==> config.mk <==
export PLATFORM = sky130hd
export DESIGN_NAME = paged_window_ctrl
export DESIGN_NICKNAME = d
export VERILOG_FILES = /design/src/rtl/pwc_pkg.sv /design/src/rtl/pwc_regs.sv /design/src/rtl/pwc_bank_dec.sv /design/src/rtl/pwc_window.sv /design/src/rtl/paged_window_ctrl.sv
export SDC_FILE = /design/constraint.sdc
export NUM_CORES = 1
export LEC_CHECK = 0
export CAP_MARGIN = 20
export CORE_MARGIN = 2
export CORE_UTILIZATION = 30
export DETAILED_ROUTE_END_ITERATION = 10
export GPL_TIMING_DRIVEN = 0
export PLACE_DENSITY = 0.79
export REMOVE_ABC_BUFFERS = 1
export SLEW_MARGIN = 20
export SYNTH_ARGS = -nofsm -noshare
export SYNTH_HDL_FRONTEND = slang
export SYNTH_SLANG_ARGS = --single-unit
==> constraint.sdc <==
create_clock -name clk -period 1.79 [get_ports clk]
set_input_delay 0.179 -clock clk [delete_from_list [all_inputs] [get_ports clk]]
set_output_delay 0.179 -clock clk [all_outputs]
set_load 0.01 [all_outputs]
==> src/rtl/pwc_pkg.sv <==
package pwc_pkg;

    localparam int DATA_W  = 8;
    localparam int FIELD_W = 7;
    localparam int OFS_W   = 13;
    localparam int PA_W    = FIELD_W + OFS_W;
    localparam int SEG_W   = PA_W - OFS_W;
    localparam int KIND_W  = 3;

    typedef enum logic [KIND_W-1:0] {
        MK_FL64  = 3'd0,
        MK_FL128 = 3'd1,
        MK_FL256 = 3'd2,
        MK_FL512 = 3'd3,
        MK_EP1M  = 3'd4,
        MK_SR128 = 3'd5,
        MK_SR512 = 3'd6,
        MK_NONE  = 3'd7
    } mem_kind_e;

    typedef struct packed {
        logic               wp;
        logic [FIELD_W-1:0] field;
    } bank_reg_t;

    typedef struct packed {
        logic               ok;
        logic [FIELD_W-1:0] bank;
    } bank_map_t;

    // Undo the per-kind bit shuffle and check the fixed marker bits.
    function automatic bank_map_t unscramble(mem_kind_e k, logic [FIELD_W-1:0] a);
        bank_map_t m;
        m.ok   = 1'b0;
        m.bank = '0;
        case (k)
            MK_FL64: begin
                m.ok   = (a[6:3] == 4'b0010);
                m.bank = {4'b0, a[2:0]};
            end
            MK_FL128: begin
                m.ok   = (a[6:4] == 3'b001);
                m.bank = {3'b0, a[3:0]};
            end
            MK_FL256: begin
                m.ok   = !a[6] && a[4];
                m.bank = {2'b0, a[5], a[3:0]};
            end
            MK_FL512: begin
                m.ok   = !a[6];
                m.bank = {1'b0, a[4], a[5], a[3:0]};
            end
            MK_EP1M: begin
                m.ok   = 1'b1;
                m.bank = {a[6], a[4], a[5], a[3:0]};
            end
            MK_SR128: begin
                m.ok   = (a[6:4] == 3'b010);
                m.bank = {3'b0, a[3:0]};
            end
            MK_SR512: begin
                m.ok   = !a[6];
                m.bank = {1'b0, a[5:0]};
            end
            default: begin
                m.ok   = 1'b0;
                m.bank = '0;
            end
        endcase
        return m;
    endfunction

    function automatic logic [15:0] io_base(logic [1:0] s);
        return 16'h02C0 + {10'd0, s, 4'd0};
    endfunction

    // Window segment, as address bits 19..13 of its start.
    function automatic logic [SEG_W-1:0] win_seg(logic [1:0] s);
        logic [SEG_W-1:0] seg;
        case (s)
            2'd0:    seg = 7'h64;
            2'd1:    seg = 7'h66;
            2'd2:    seg = 7'h6C;
            default: seg = 7'h6E;
        endcase
        return seg;
    endfunction

endpackage

==> src/rtl/pwc_regs.sv <==
module pwc_regs
    import pwc_pkg::*;
#(
    parameter int IO_AW = 16,
    parameter int CS_W  = 3
) (
    input  logic                clk,
    input  logic                rst,
    input  logic [1:0]          io_strap,
    input  logic [IO_AW-1:0]    io_addr,
    input  logic                io_wr,
    input  logic                io_rd,
    input  logic [DATA_W-1:0]   io_wdata,
    output logic [DATA_W-1:0]   io_rdata,
    output bank_reg_t           bank_q,
    output logic [CS_W-1:0]     cs_q
);

    logic [IO_AW-1:0] base;
    logic             sel_bank;
    logic             sel_chip;
    logic [2:0]       cs_view;

    assign base     = IO_AW'(io_base(io_strap));
    assign sel_bank = (io_addr == base);
    assign sel_chip = (io_addr == base + IO_AW'(1));
    assign cs_view  = 3'(cs_q);

    always_ff @(posedge clk) begin
        if (rst) begin
            bank_q <= '0;
            cs_q   <= '0;
        end else if (io_wr) begin
            if (sel_bank) bank_q <= bank_reg_t'(io_wdata);
            if (sel_chip) cs_q   <= io_wdata[CS_W-1:0];
        end
    end

    always_comb begin
        io_rdata = '0;
        if (io_rd && sel_bank)      io_rdata = bank_q;
        else if (io_rd && sel_chip) io_rdata = {4'b0001, 1'b0, cs_view};
    end

endmodule

==> src/rtl/pwc_bank_dec.sv <==
module pwc_bank_dec
    import pwc_pkg::*;
#(
    parameter int                          NUM_CHIPS  = 8,
    parameter int                          CS_W       = 3,
    parameter logic [NUM_CHIPS*KIND_W-1:0] CHIP_KINDS = '0
) (
    input  logic [CS_W-1:0]    cs,
    input  logic [FIELD_W-1:0] field,
    output bank_map_t          map
);

    mem_kind_e kind;

    assign kind = mem_kind_e'(CHIP_KINDS[cs*KIND_W +: KIND_W]);
    assign map  = unscramble(kind, field);

endmodule

==> src/rtl/pwc_window.sv <==
module pwc_window
    import pwc_pkg::*;
#(
    parameter int NUM_CHIPS = 8,
    parameter int CS_W      = 3
) (
    input  logic [1:0]           win_strap,
    input  logic [PA_W-1:0]      mem_addr,
    input  logic                 mem_rd,
    input  logic                 mem_wr,
    input  logic [DATA_W-1:0]    dev_rdata,
    input  bank_map_t            map,
    input  logic [CS_W-1:0]      cs,
    input  logic                 wp,
    output logic [NUM_CHIPS-1:0] chip_en,
    output logic [PA_W-1:0]      phys_addr,
    output logic                 dev_we,
    output logic [DATA_W-1:0]    mem_rdata
);

    logic hit;
    logic valid;
    logic active;

    assign hit    = (mem_addr[PA_W-1:OFS_W] == win_seg(win_strap));
    assign valid  = hit && map.ok;
    assign active = valid && (mem_rd || mem_wr);

    for (genvar i = 0; i < NUM_CHIPS; i++) begin : g_ce
        assign chip_en[i] = active && (cs == CS_W'(i));
    end

    assign phys_addr = valid ? {map.bank, mem_addr[OFS_W-1:0]} : '0;
    assign dev_we    = active && mem_wr && !wp;
    assign mem_rdata = (active && mem_rd) ? dev_rdata : {DATA_W{1'b1}};

endmodule

==> src/rtl/paged_window_ctrl.sv <==
module paged_window_ctrl
    import pwc_pkg::*;
#(
    parameter int                          NUM_CHIPS  = 8,
    parameter int                          IO_AW      = 16,
    parameter logic [NUM_CHIPS*KIND_W-1:0] CHIP_KINDS =
        {3'd2, 3'd6, 3'd5, 3'd4, 3'd3, 3'd2, 3'd1, 3'd0}
) (
    input  logic                 clk,
    input  logic                 rst,
    input  logic [1:0]           io_strap,
    input  logic [1:0]           win_strap,
    input  logic [IO_AW-1:0]     io_addr,
    input  logic                 io_wr,
    input  logic                 io_rd,
    input  logic [DATA_W-1:0]    io_wdata,
    output logic [DATA_W-1:0]    io_rdata,
    input  logic [PA_W-1:0]      mem_addr,
    input  logic                 mem_rd,
    input  logic                 mem_wr,
    input  logic [DATA_W-1:0]    dev_rdata,
    output logic [DATA_W-1:0]    mem_rdata,
    output logic [NUM_CHIPS-1:0] chip_en,
    output logic [PA_W-1:0]      phys_addr,
    output logic                 dev_we
);

    localparam int CS_W = (NUM_CHIPS > 1) ? $clog2(NUM_CHIPS) : 1;

    bank_reg_t       bank_q;
    logic [CS_W-1:0] cs_q;
    bank_map_t       map;

    pwc_regs #(
        .IO_AW (IO_AW),
        .CS_W  (CS_W)
    ) u_regs (
        .clk      (clk),
        .rst      (rst),
        .io_strap (io_strap),
        .io_addr  (io_addr),
        .io_wr    (io_wr),
        .io_rd    (io_rd),
        .io_wdata (io_wdata),
        .io_rdata (io_rdata),
        .bank_q   (bank_q),
        .cs_q     (cs_q)
    );

    pwc_bank_dec #(
        .NUM_CHIPS  (NUM_CHIPS),
        .CS_W       (CS_W),
        .CHIP_KINDS (CHIP_KINDS)
    ) u_dec (
        .cs    (cs_q),
        .field (bank_q.field),
        .map   (map)
    );

    pwc_window #(
        .NUM_CHIPS (NUM_CHIPS),
        .CS_W      (CS_W)
    ) u_win (
        .win_strap (win_strap),
        .mem_addr  (mem_addr),
        .mem_rd    (mem_rd),
        .mem_wr    (mem_wr),
        .dev_rdata (dev_rdata),
        .map       (map),
        .cs        (cs_q),
        .wp        (bank_q.wp),
        .chip_en   (chip_en),
        .phys_addr (phys_addr),
        .dev_we    (dev_we),
        .mem_rdata (mem_rdata)
    );

endmodule

== Word-level counts from Yosys, hierarchy flattened ==
Cells that the tools add are included.

* Latch bits: 0
* Output and inout port bits: 45
* Register bits after elaboration: 11
* Memory bits (read-only): 0
* Bits of input ports: 62
* Memories: 0
* RAM bits: 0
* Word-level logic and storage cells: 58

* Bitwise logic cells: 0
* Eq/ne operators: 21
* Add/subtract/negate cells: 2
* Multiplexer cells: 6
* Div/mod/pow operators: 0
* Order comparisons: 0
* Shift operators: 1
* Reduce and logical (&&, ||, !) cells: 24
* Multiply operators: 1

{| class="wikitable"
|+ Operator list
! cell !! count
|-
| $pmux W8 S7 || 1
|-
| $eq A16 B16 Y1 || 2
|-
| $shiftx A24 B6 Y3 const A || 1
|-
| $eq A3 B3 Y1 const B || 7
|-
| $mux W20 || 1
|-
| $add A16 B1 Y16 const B || 1
|-
| $logic_and A1 B1 Y1 || 16
|-
| $mux W8 || 2
|-
| $eq A3 B2 Y1 const B || 5
|-
| $pmux W4 S3 || 1
|-
| $add A10 B6 Y11 const A || 1
|-
| $eq A3 B1 Y1 const B || 3
|-
| $eq A7 B7 Y1 || 1
|-
| $logic_not A3 Y1 || 2
|-
| $mul A3 B2 Y5 const B || 1
|-
| $mux W5 || 1
|-
| $eq A4 B2 Y1 const B || 1
|-
| $reduce_and A2 Y1 || 2
|-
| $eq A2 B1 Y1 const B || 1
|-
| $eq A2 B2 Y1 const B || 1
|-
| $logic_not A1 Y1 || 2
|-
| $logic_not A2 Y1 || 1
|-
| $logic_or A1 B1 Y1 || 1
|}

== Longest topological paths before layout ==
Gate-level depths: netlist of run 1.

* Depth after elaboration: 8
* Mapped depth: 6
* Gate-level depth less buffers: 4

== Cells and area by module ==
Synthesis of run 1 repeated with hierarchy kept, for this count alone.

* Cell total of the unflattened synthesis: 155
* Area total of the unflattened synthesis: 1173.6 um2

{| class="wikitable"
|+ Modules (own cells, without submodules)
! module !! cells each !! area an instance (um2) !! instances !! seq. area each (um2)
|-
| pwc_regs || 73 || 629.4 || 1 || 220.2
|-
| pwc_window || 58 || 395.4 || 1 || 0.0
|-
| pwc_bank_dec || 24 || 148.9 || 1 || 0.0
|}

== Least setup slack after synthesis of run 1 ==
No wires, ideal clock.

* Kind: register -> output
* From: reg, netlist name u_regs.bank_q[4]
* To: out chip_en[0]
* Buffers on the path: 1
* Setup slack: 148 ps
* Stages on the path, launching flop included: 6
* Required time: 1611 ps
* Arrival: 1463 ps
* Path through: dfxtp_1 > or3b_1 > a21oi_1 > o311a_2 > buf_6 > nor3b_2

* Cells in the longest elaborated chain, start to end: 5
* Elaborated cells between the ends (all ways): 8
* Those cells by class: 3 x eq/ne; 1 x mux; 4 x reduce/logical

{| class="wikitable"
|+ Ends and longest elaborated chain
! item !! RTL line !! source
|-
| $eq A4 B2 Y1, or another cell as far along || pwc_pkg.sv:38 || <nowiki>m.ok = (a[6:3] == 4'b0010);</nowiki>
|-
| $pmux W8 S7 * || pwc_pkg.sv:36 || <nowiki>case (k)</nowiki>
|-
| $logic_and A1 B1 Y1 * || pwc_window.sv:26 || <nowiki>assign valid = hit && map.ok;</nowiki>
|-
| $logic_and A1 B1 Y1 * || pwc_window.sv:27 || <nowiki>assign active = valid && (mem_rd || mem_wr);</nowiki>
|-
| $logic_and A1 B1 Y1 * || pwc_window.sv:30 || <nowiki>assign chip_en[i] = active && (cs == CS_W'(i));</nowiki>
|-
| to (decl) || paged_window_ctrl.sv:23 || <nowiki>output logic [NUM_CHIPS-1:0] chip_en,</nowiki>
|}

Every way passes the cells marked *; elsewhere a longest branch is shown, timed or not.

== Final worst setup path of run 1 ==
* From: reg, netlist name u_regs.bank_q[5]
* To: out chip_en[7]

* Cells in the longest elaborated chain, start to end: 5
* Elaborated cells between the ends (all ways): 7
* Those cells by class: 3 x eq/ne; 1 x mux; 3 x reduce/logical

{| class="wikitable"
|+ Ends and longest elaborated chain
! item !! RTL line
|-
| $eq A4 B2 Y1, or another cell as far along || pwc_pkg.sv:38
|-
| $pmux W8 S7 * || pwc_pkg.sv:36
|-
| $logic_and A1 B1 Y1 * || pwc_window.sv:26
|-
| $logic_and A1 B1 Y1 * || pwc_window.sv:27
|-
| $logic_and A1 B1 Y1 * || pwc_window.sv:30
|}

Marked as above.

==> results of run 1 <==
==> layout make-up <==
cell class / instances / area (um^2) / share of cell area
tap: 46 / 57.6 / 0.0195
sequential: 11 / 235 / 0.0798
timing repair buffer: 161 / 1450 / 0.493
clock inverter: 1 / 5.00 / 0.00170
clock buffer: 3 / 22.5 / 0.00764
multi-input combinational: 127 / 1160 / 0.395
inverter: 3 / 11.3 / 0.00382
==> cell families (layout without fill, tap and decap cells) <==
logic type / Yosys count / after routing
simple gates: 83 / 83
flops: 11 / 11
compound gates: 30 / 36
mux: 4 / 4
xor+xnor: 4 / 4
buf+inv: 15 / 168
==> synth_stat cells, drive strengths merged <==
cell type,count
a21oi,13
a31oi,1
and2,19
and3,6
and3b,1
and4,2
and4b,1
buf,5
clkbuf,7
dfxtp,11
inv,3
mux2i,4
nand2,3
nand2b,2
nand3,11
nand3b,8
nand4,3
nand4b,2
nor2,9
nor2b,2
nor3,1
nor3b,6
nor4,3
nor4b,2
o211a,1
o21ai,12
o311a,1
o31ai,1
o32ai,1
or3,1
or3b,1
xnor2,2
xor2,2
==> worst paths after layout <==
check / from / end / cells after the start
max: u_regs.bank_q[5]$_SDFFE_PP0P_ / chip_en[7] / 8
min: io_wdata[5] / u_regs.bank_q[5]$_SDFFE_PP0P_ / 3
max reg2reg: u_regs.cs_q[1]$_SDFFE_PP0P_ / u_regs.cs_q[1]$_SDFFE_PP0P_ / 3
min reg2reg: u_regs.bank_q[0]$_SDFFE_PP0P_ / u_regs.bank_q[0]$_SDFFE_PP0P_ / 2
==> power by group through the flow <==
stage / combinational, mW / clock [mW] / sequential (mW)
global route: 0.231 / 0.193 / 0.240
floorplan: 0.0206 / 0 / 0.250
detailed placement: 0.165 / 0 / 0.250
global placement: 0.164 / 0 / 0.250
finish: 0.219 / 0.178 / 0.240
CTS: 0.198 / 0.174 / 0.240
==> registers in the layout, summed over array words and instances, names as in the netlist <==
| name | cells |
|---|---|
| u_regs.cs_q | 3 |
| u_regs.bank_q | 8 |
==> routing by layer <==
metal	share of wire	wire length (um)	global-route usage	up-vias
met4	0.024	150	0.0842	0
met3	0.073	453	0.0599	19
met1	0.34	2090	0.292	900
met5	0	0	0	-
li1	-	-	-	878
met2	0.56	3490	0.499	107
==> stage by stage <==
step	hold WS [ps]	area, um^2
after global placement	469	2130
after detailed placement	477	2130
final	460	2950
after floorplan	248	1010
after global routing	467	2950
after CTS	457	2640
==> tightest hold or removal path, stage by stage <==
cell and delay [ps]:
clkdlybuf4s50_1 400, nand3_1 70, a21oi_1 60
==> what timing repair did <==
action                     4_1_cts  5_1_grt
hold buffers                     0        0
resized for setup              249       78
buffers inserted                44       12
cloned                           6        1
setup endpoints to repair       45       54
pin swaps                       28       29
==> impl_metrics.json, run 1 <==
{
  "status": "complete, but fails checks",
  "violations": "negative setup slack",
  "cp_top_family": "simple AND/OR/NAND/NOR gates",
  "slew_viol_final": 0,
  "dp_slack_ps": -1150,
  "leakage_nw": 1.28,
  "final_cell_mix": "41 x clkdlybuf4s50_1, 36 x buf_4, 33 x buf_6",
  "drc": 0,
  "yosysUniqueCellTypes": 38,
  "crit_type": "flip-flop to output pin",
  "die_x_um": 63.9,
  "clock.fmax_mhz": 452,
  "synth_mux_area_frac": 0.0372,
  "crit_chain": "or3b_4 > a21oi_4 > buf_12 > buf_6 > o311a_4 > buf_12 > and3_1 > buf_2",
  "max_slew_margin": 0.623,
  "ys_ff_latch": 11,
  "num_antenna_cells": 0,
  "drive_gt1_frac": 0.546,
  "p_clk_frac": 0.280,
  "vias": 1904,
  "p_sw_mw": 0.162,
  "ios": 107,
  "cp_max_fo": 5,
  "wl_per_cell_um": 17.6,
  "cts.sinks": 11,
  "critPathMaxStageDelay_ps": 390,
  "area_growth_pct": 174,
  "worst-endpoint-arrival_ps": 2040,
  "core_um2": 3390,
  "fp-row-count": 21,
  "start_kind": "flip-flop",
  "cap_viol_max_count": 0,
  "dieArea_um2": 4080,
  "n_fill_cell": 177,
  "yosys-top-cells-area": "dfxtp_1 20%, and2_1 10%, a21oi_1 6.0%",
  "htree_levels": 1,
  "port_buffers": 106,
  "yosysTopAreaCellShare": 0.205,
  "antenna_found_initial": 0,
  "placed_cells": 287,
  "r2r_setup_slack_ps": 950,
  "viasPerCell": 5.41,
  "hold_viol": 0,
  "first_global_vias": 1847,
  "ir_drop_uv": 275,
  "fin_cells": 352,
  "start_util": 0.317,
  "final_common_cell": "clkdlybuf4s50_1",
  "synth_adder_area_share": 0,
  "grt_overflow": 0,
  "synth_simple_gate_area_share": 0.495,
  "fin_crit_sh": 1.24,
  "grt_pass1_wl_mm": 8.78,
  "fin_util": 0.870,
  "ys_seq_area_frac": 0.205,
  "slowest_stage": "or3b_4",
  "first_pass_iters": 4,
  "setup_violations": 36,
  "insertion_delay_ps": 280,
  "synth_top_cell_by_area": "dfxtp_1",
  "gp_congestion": 0.797,
  "power_frac_seq": 0.377,
  "clockBufferDepth": 2,
  "drtAntennaViolNets": 0,
  "grt_util_all_layers": 0.266,
  "dpl.hpwl_mm": 2.80,
  "worstSetupEndpointType": "output pin",
  "fin_ws_ps": -425,
  "swShare": 0.254,
  "ys_warn_count": 0,
  "powerDensity_nw_per_um2": 216,
  "syn_inst": 147,
  "path_common_cell": "buf_12",
  "hp-class": "input pin to flip-flop",
  "grt_max_degree": 13,
  "syn_area_per_cell_um2": 7.32,
  "synth_xor_area_frac": 0.0326,
  "cts_tree": "yes",
  "routed_wl_mm": 6.19,
  "dr.first_iter.drc_count": 75,
  "path_clk_slew_ps": 70,
  "path_buf_inv": 4,
  "skew_ps": 0,
  "rsz0062_at_grt": "yes",
  "max_slew.worst_pin.slew_ps": 564,
  "total_power_mw": 0.637,
  "nNetsFinal": 369,
  "required_ps": 1610,
  "timing.final.crit_period_ps": 2210,
  "fin_tns_setup_ps": -12710,
  "synth_top_family_by_area": "simple AND/OR/NAND/NOR gates",
  "root_buffer": "clkbuf_4",
  "synth-compound-area-share": 0.157,
  "syn_area_um2": 1080,
  "die-height_um": 63.9,
  "tritoncts.num_buffers": 3,
  "internal_power_mw": 0.475,
  "comb_power_share": 0.344
}
Note: power is estimated with default switching activity, not from simulation.
==> run 2: changes to the inputs <==
--- a/config.mk
+++ b/config.mk
@@ -7,10 +7,10 @@
 export LEC_CHECK = 0
 export CAP_MARGIN = 20
 export CORE_MARGIN = 2
-export CORE_UTILIZATION = 30
+export CORE_UTILIZATION = 32
 export DETAILED_ROUTE_END_ITERATION = 10
 export GPL_TIMING_DRIVEN = 0
-export PLACE_DENSITY = 0.79
+export PLACE_DENSITY = 0.84
 export REMOVE_ABC_BUFFERS = 1
 export SLEW_MARGIN = 20
 export SYNTH_ARGS = -nofsm -noshare
==> constraint.sdc (replaced) <==
create_clock -name clk -period 2.9 [get_ports clk]
set_input_delay 0.29 -clock clk [delete_from_list [all_inputs] [get_ports clk]]
set_output_delay 0.29 -clock clk [all_outputs]
set_load 0.01 [all_outputs]
==> impl_metrics.json, run 2 (synthesis results as in run 1) <==
{
  "start_kind": "flip-flop",
  "first_global_vias": 1258,
  "dpl_cell_area_um2": 2130,
  "area_growth_pct": 108,
  "hp-class": "flip-flop to flip-flop",
  "setup_violations": 0,
  "dp_slack_ps": -206,
  "path_depth": 5,
  "cp-endpoint": "chip_en[6]",
  "skew_ps": 0,
  "path_buf_inv": 1,
  "hold_viol": 0,
  "crit_type": "flip-flop to output pin",
  "fin_crit_sh": 0.954,
  "nNetsFinal": 313,
  "vias": 1500,
  "rr_endpoint": "u_regs.cs_q[1]$_SDFFE_PP0P_",
  "cts.sinks": 11,
  "clockBufferDepth": 2,
  "postLayoutCellArea_um2": 2230,
  "cp_top_family": "simple AND/OR/NAND/NOR gates",
  "powerDensity_nw_per_um2": 165,
  "routed_wl_mm": 3.91,
  "worst-endpoint-arrival_ps": 2480,
  "crit_chain": "or3b_1 > a21oi_2 > o311a_4 > nor4b_2 > clkdlybuf4s50_1",
  "tritoncts.num_buffers": 3,
  "r2r_setup_slack_ps": 1930,
  "met3WireLength_um": 509,
  "fin_ws_ps": 132,
  "top_register": "u_regs.bank_q",
  "ios": 107,
  "num_antenna_cells": 0,
  "grt_max_degree": 19,
  "die_x_um": 62.0,
  "critPathMaxStageDelay_ps": 600,
  "dr.max_layer_used": "met4",
  "port_buffers": 106,
  "status": "finished, final reports clean",
  "htree_levels": 1,
  "root_buffer": "clkbuf_4",
  "drc": 0,
  "timing.final.crit_period_ps": 2770,
  "required_ps": 2610,
  "cts_tree": "yes",
  "worstSetupEndpointType": "output pin",
  "drtAntennaViolNets": 0,
  "ir_drop_uv": 146,
  "wl_met2_mm": 1.93,
  "final_cell_mix": "106 x clkdlybuf4s50_1, 18 x and2_1, 12 x a21oi_1",
  "reg_top3": "u_regs.bank_q: 8 flops, u_regs.cs_q: 3 flops",
  "die-height_um": 62.0,
  "slew_viol_final": 0,
  "insertion_delay_ps": 280,
  "r2r_start": "u_regs.cs_q[1]$_SDFFE_PP0P_",
  "slowest_stage": "clkdlybuf4s50_1",
  "grt_overflow": 0,
  "crit_start": "u_regs.bank_q[4]$_SDFFE_PP0P_",
  "leakage_nw": 0.789,
  "antenna_found_initial": 0,
  "n_fill_cell": 276,
  "dieArea_um2": 3840,
  "core_um2": 3280,
  "grt_util_all_layers": 0.193,
  "viasPerCell": 5.07,
  "fin_util": 0.680,
  "max_slew_margin": 0.678,
  "dr.first_iter.drc_count": 41,
  "drive_gt1_frac": 0.0720,
  "rr_worst_depth": 2,
  "path_clk_slew_ps": 80,
  "cp_max_fo": 18,
  "fp-row-count": 21,
  "largest_reg_flops": 8,
  "dpl.hpwl_mm": 3.00,
  "start_util": 0.328,
  "cap_viol_max_count": 0,
  "wl_met1_mm": 1.42,
  "hold_buffers": 0,
  "first_pass_iters": 4,
  "final_common_cell": "clkdlybuf4s50_1",
  "clock.fmax_mhz": 361,
  "grt_pass1_wl_mm": 5.42,
  "wl_per_cell_um": 13.2,
  "gp_congestion": 0.855,
  "max_slew.worst_pin.slew_ps": 482,
  "rsz0062_at_grt": "yes"
}
## run 2: stage by stage
stage | instances | power, mW | hold slack (ps) | TNS [ps]
3_3_place_gp | 287 | 0.256 | 469 | -3340
6_report | 296 | 0.369 | 488 | 0
4_1_cts | 293 | 0.368 | 485 | 0
3_5_place_dp | 287 | 0.258 | 475 | -2730
2_1_floorplan | 135 | 0.167 | 359 | 0
5_1_grt | 296 | 0.386 | 515 | -102
## run 2: worst min-delay path by stage
stage                                   from                            end  slack (ps)  cells after the start
2_1_floorplan                            rst  u_regs.bank_q[0]$_SDFFE_PP0P_         360                      1
3_3_place_gp   u_regs.bank_q[0]$_SDFFE_PP0P_  u_regs.bank_q[0]$_SDFFE_PP0P_         470                      2
3_5_place_dp   u_regs.bank_q[0]$_SDFFE_PP0P_  u_regs.bank_q[0]$_SDFFE_PP0P_         470                      2
4_1_cts        u_regs.bank_q[0]$_SDFFE_PP0P_  u_regs.bank_q[0]$_SDFFE_PP0P_         490                      2
5_1_grt        u_regs.bank_q[2]$_SDFFE_PP0P_  u_regs.bank_q[2]$_SDFFE_PP0P_         520                      2
6_report       u_regs.bank_q[0]$_SDFFE_PP0P_  u_regs.bank_q[0]$_SDFFE_PP0P_         490                      2
## run 2: final cells by class
class / instances / area [um^2] / area share
Multi-Input combinational cell: 122 / 825 / 0.369
Timing Repair Buffer: 110 / 1090 / 0.489
Sequential cell: 11 / 221 / 0.0992
Inverter: 3 / 11.3 / 0.00504
Clock buffer: 3 / 22.5 / 0.0101
Tap cell: 46 / 57.6 / 0.0258
Clock inverter: 1 / 5.00 / 0.00224
## run 2: where the power goes
group	internal, mW	switching (mW)	leakage [nW]
combinational	0.0795	0.0268	0.683
sequential	0.151	0.00000188	0.0891
clock	0.0513	0.0607	0.0177
## run 2: repair_timing
action / CTS / global route
setup endpoints to repair: 35 / 39
resized for setup: 3 / 6
gates cloned: 1 / 0
pin swaps: 2 / 1
setup buffers: 1 / 3
## run 2: metal layers
metal  track usage  vias to the layer above
met2         0.359                       93
met1         0.204                      655
met4        0.0851                        0
met5             0                        -
li1              -                      747
met3        0.0435                        5
## run 2: worst reg2reg max path: stages (launching register included)
cell and delay (ps):
dfxtp_1 560, o21ai_0 170, a21oi_1 180
==> run 3: changes to the inputs <==
--- a/config.mk
+++ b/config.mk
@@ -6,7 +6,7 @@
 export NUM_CORES = 1
 export LEC_CHECK = 0
 export CAP_MARGIN = 20
-export CORE_MARGIN = 2
+export CORE_MARGIN = 10
 export CORE_UTILIZATION = 32
 export DETAILED_ROUTE_END_ITERATION = 10
 export GPL_TIMING_DRIVEN = 0
==> impl_metrics.json, run 3 (synthesis results as in run 1) <==
{
  "antenna_found_initial": 0,
  "final_cell_mix": "106 x clkdlybuf4s50_1, 18 x and2_1, 12 x a21oi_1",
  "leakage_nw": 0.787,
  "slowest_stage": "clkdlybuf4s50_1",
  "grt_overflow": 0,
  "status": "finished, final reports clean",
  "port_buffers": 106,
  "cts_tree": "yes",
  "busiest_layer": "met2",
  "die_x_um": 78.0,
  "slew_viol_final": 0,
  "routed_wl_mm": 4.91,
  "dp_slack_ps": -317,
  "crit_chain": "or3b_1 > a21oi_2 > o311a_4 > nor4b_2 > clkdlybuf4s50_1",
  "die-height_um": 78.0,
  "drtAntennaViolNets": 0,
  "dr.first_iter.drc_count": 78,
  "ir_drop_uv": 176,
  "tritoncts.num_buffers": 3,
  "drc": 0,
  "hp-class": "flip-flop to flip-flop",
  "wl_per_cell_um": 16.7,
  "crit_type": "flip-flop to output pin",
  "critPathMaxStageDelay_ps": 580,
  "worst-endpoint-arrival_ps": 2450,
  "hold_buffers": 0,
  "grtUsageMet1": 0.170,
  "final_common_cell": "clkdlybuf4s50_1",
  "reg_top3": "u_regs.bank_q: 8 flops, u_regs.cs_q: 3 flops",
  "start_util": 0.344,
  "cap_viol_max_count": 0,
  "num_antenna_cells": 0,
  "viasPerCell": 5.19,
  "insertion_delay_ps": 270,
  "skew_ps": 0,
  "fp-row-count": 20,
  "gr-usage-met2": 0.250,
  "start_kind": "flip-flop",
  "area_growth_pct": 108,
  "gr-usage-met3": 0.0783,
  "ios": 107,
  "htree_levels": 1,
  "rsz0062_at_grt": "no",
  "clockBufferDepth": 2,
  "required_ps": 2610,
  "top_register": "u_regs.bank_q",
  "gp_congestion": 0.794,
  "grt_util_all_layers": 0.151,
  "setup_violations": 0,
  "first_global_vias": 1468,
  "timing.final.crit_period_ps": 2740,
  "vias": 1526,
  "n_fill_cell": 255,
  "cp_max_fo": 18,
  "largest_reg_flops": 8,
  "grt_pass1_wl_mm": 7.63,
  "dpl.hpwl_mm": 3.96,
  "drive_gt1_frac": 0.0720,
  "clock.fmax_mhz": 364,
  "total_power_mw": 0.361,
  "root_buffer": "clkbuf_4",
  "max_slew.worst_pin.slew_ps": 451,
  "core_um2": 3130,
  "hold_viol": 0,
  "max_slew_margin": 0.697,
  "grt_max_degree": 19,
  "first_pass_iters": 4,
  "cts.sinks": 11,
  "nNetsFinal": 313,
  "powerDensity_nw_per_um2": 162,
  "worstSetupEndpointType": "output pin",
  "fin_ws_ps": 155,
  "dieArea_um2": 6080,
  "fin_tns_setup_ps": 0,
  "fin_crit_sh": 0.946,
  "path_clk_slew_ps": 70
}
-- run 3: cell types whose count changed in the layout (fill, tap and decap cells not counted), sizes merged --
cell / change
clkbuf: +1
clkinv: -1
-- run 3: area by class of cell --
cell class | instances | area [um^2] | area share
multi-input cells | 122 | 831 | 0.372
well taps | 44 | 55.1 | 0.0246
flip-flops and latches | 11 | 221 | 0.0990
clock buffers | 4 | 26.3 | 0.0118
repair buffers | 110 | 1090 | 0.488
inverters | 3 | 11.3 | 0.00504
-- run 3: final timing paths --
path	startpoint	to	slack, ps	cells after the start
hold / removal	u_regs.bank_q[7]$_SDFFE_PP0P_	u_regs.bank_q[7]$_SDFFE_PP0P_	480	2
setup reg to reg	u_regs.cs_q[1]$_SDFFE_PP0P_	u_regs.cs_q[1]$_SDFFE_PP0P_	1950	2
hold reg to reg	u_regs.bank_q[7]$_SDFFE_PP0P_	u_regs.bank_q[7]$_SDFFE_PP0P_	480	2
setup / recovery	u_regs.bank_q[4]$_SDFFE_PP0P_	chip_en[6]	160	5
-- run 3: power breakdown --
part / switching, mW / leakage (nW) / internal [mW]
Sequential: 0.00000197 / 0.0891 / 0.151
Clock: 0.0505 / 0.0150 / 0.0533
Combinational: 0.0268 / 0.683 / 0.0797
-- run 3: worst max-delay path, delay by kind of cell (launching register included) --
| family | cells | cell delay (ps) |
|---|---|---|
| simple gates | 2 | 600 |
| compound gates | 2 | 530 |
| flops | 1 | 470 |
| buf+inv | 1 | 580 |
-- run 3: stage by stage --
stage | instances | hold slack (ps) | area [um^2] | utilization
after floorplan | 135 | 359 | 1010 | -
after CTS | 291 | 489 | 2190 | 0.700
after global placement | 285 | 470 | 2120 | 0.679
after global routing | 294 | 517 | 2240 | 0.715
after detailed placement | 285 | 478 | 2120 | 0.679
final | 294 | 485 | 2240 | 0.715
-- run 3: routing by layer --
metal | wire length, um | vias to the layer above
li1 | - | 741
met1 | 1990 | 681
met2 | 2250 | 102
met3 | 655 | 2
met4 | 12 | 0
met5 | 0 | -
-- run 3: timing repair --
action / in CTS / in global routing
gates cloned: 1 / 0
setup buffers: 1 / 3
pin swaps: 2 / 1
gates resized for setup: 4 / 6
setup endpoints to repair: 22 / 29
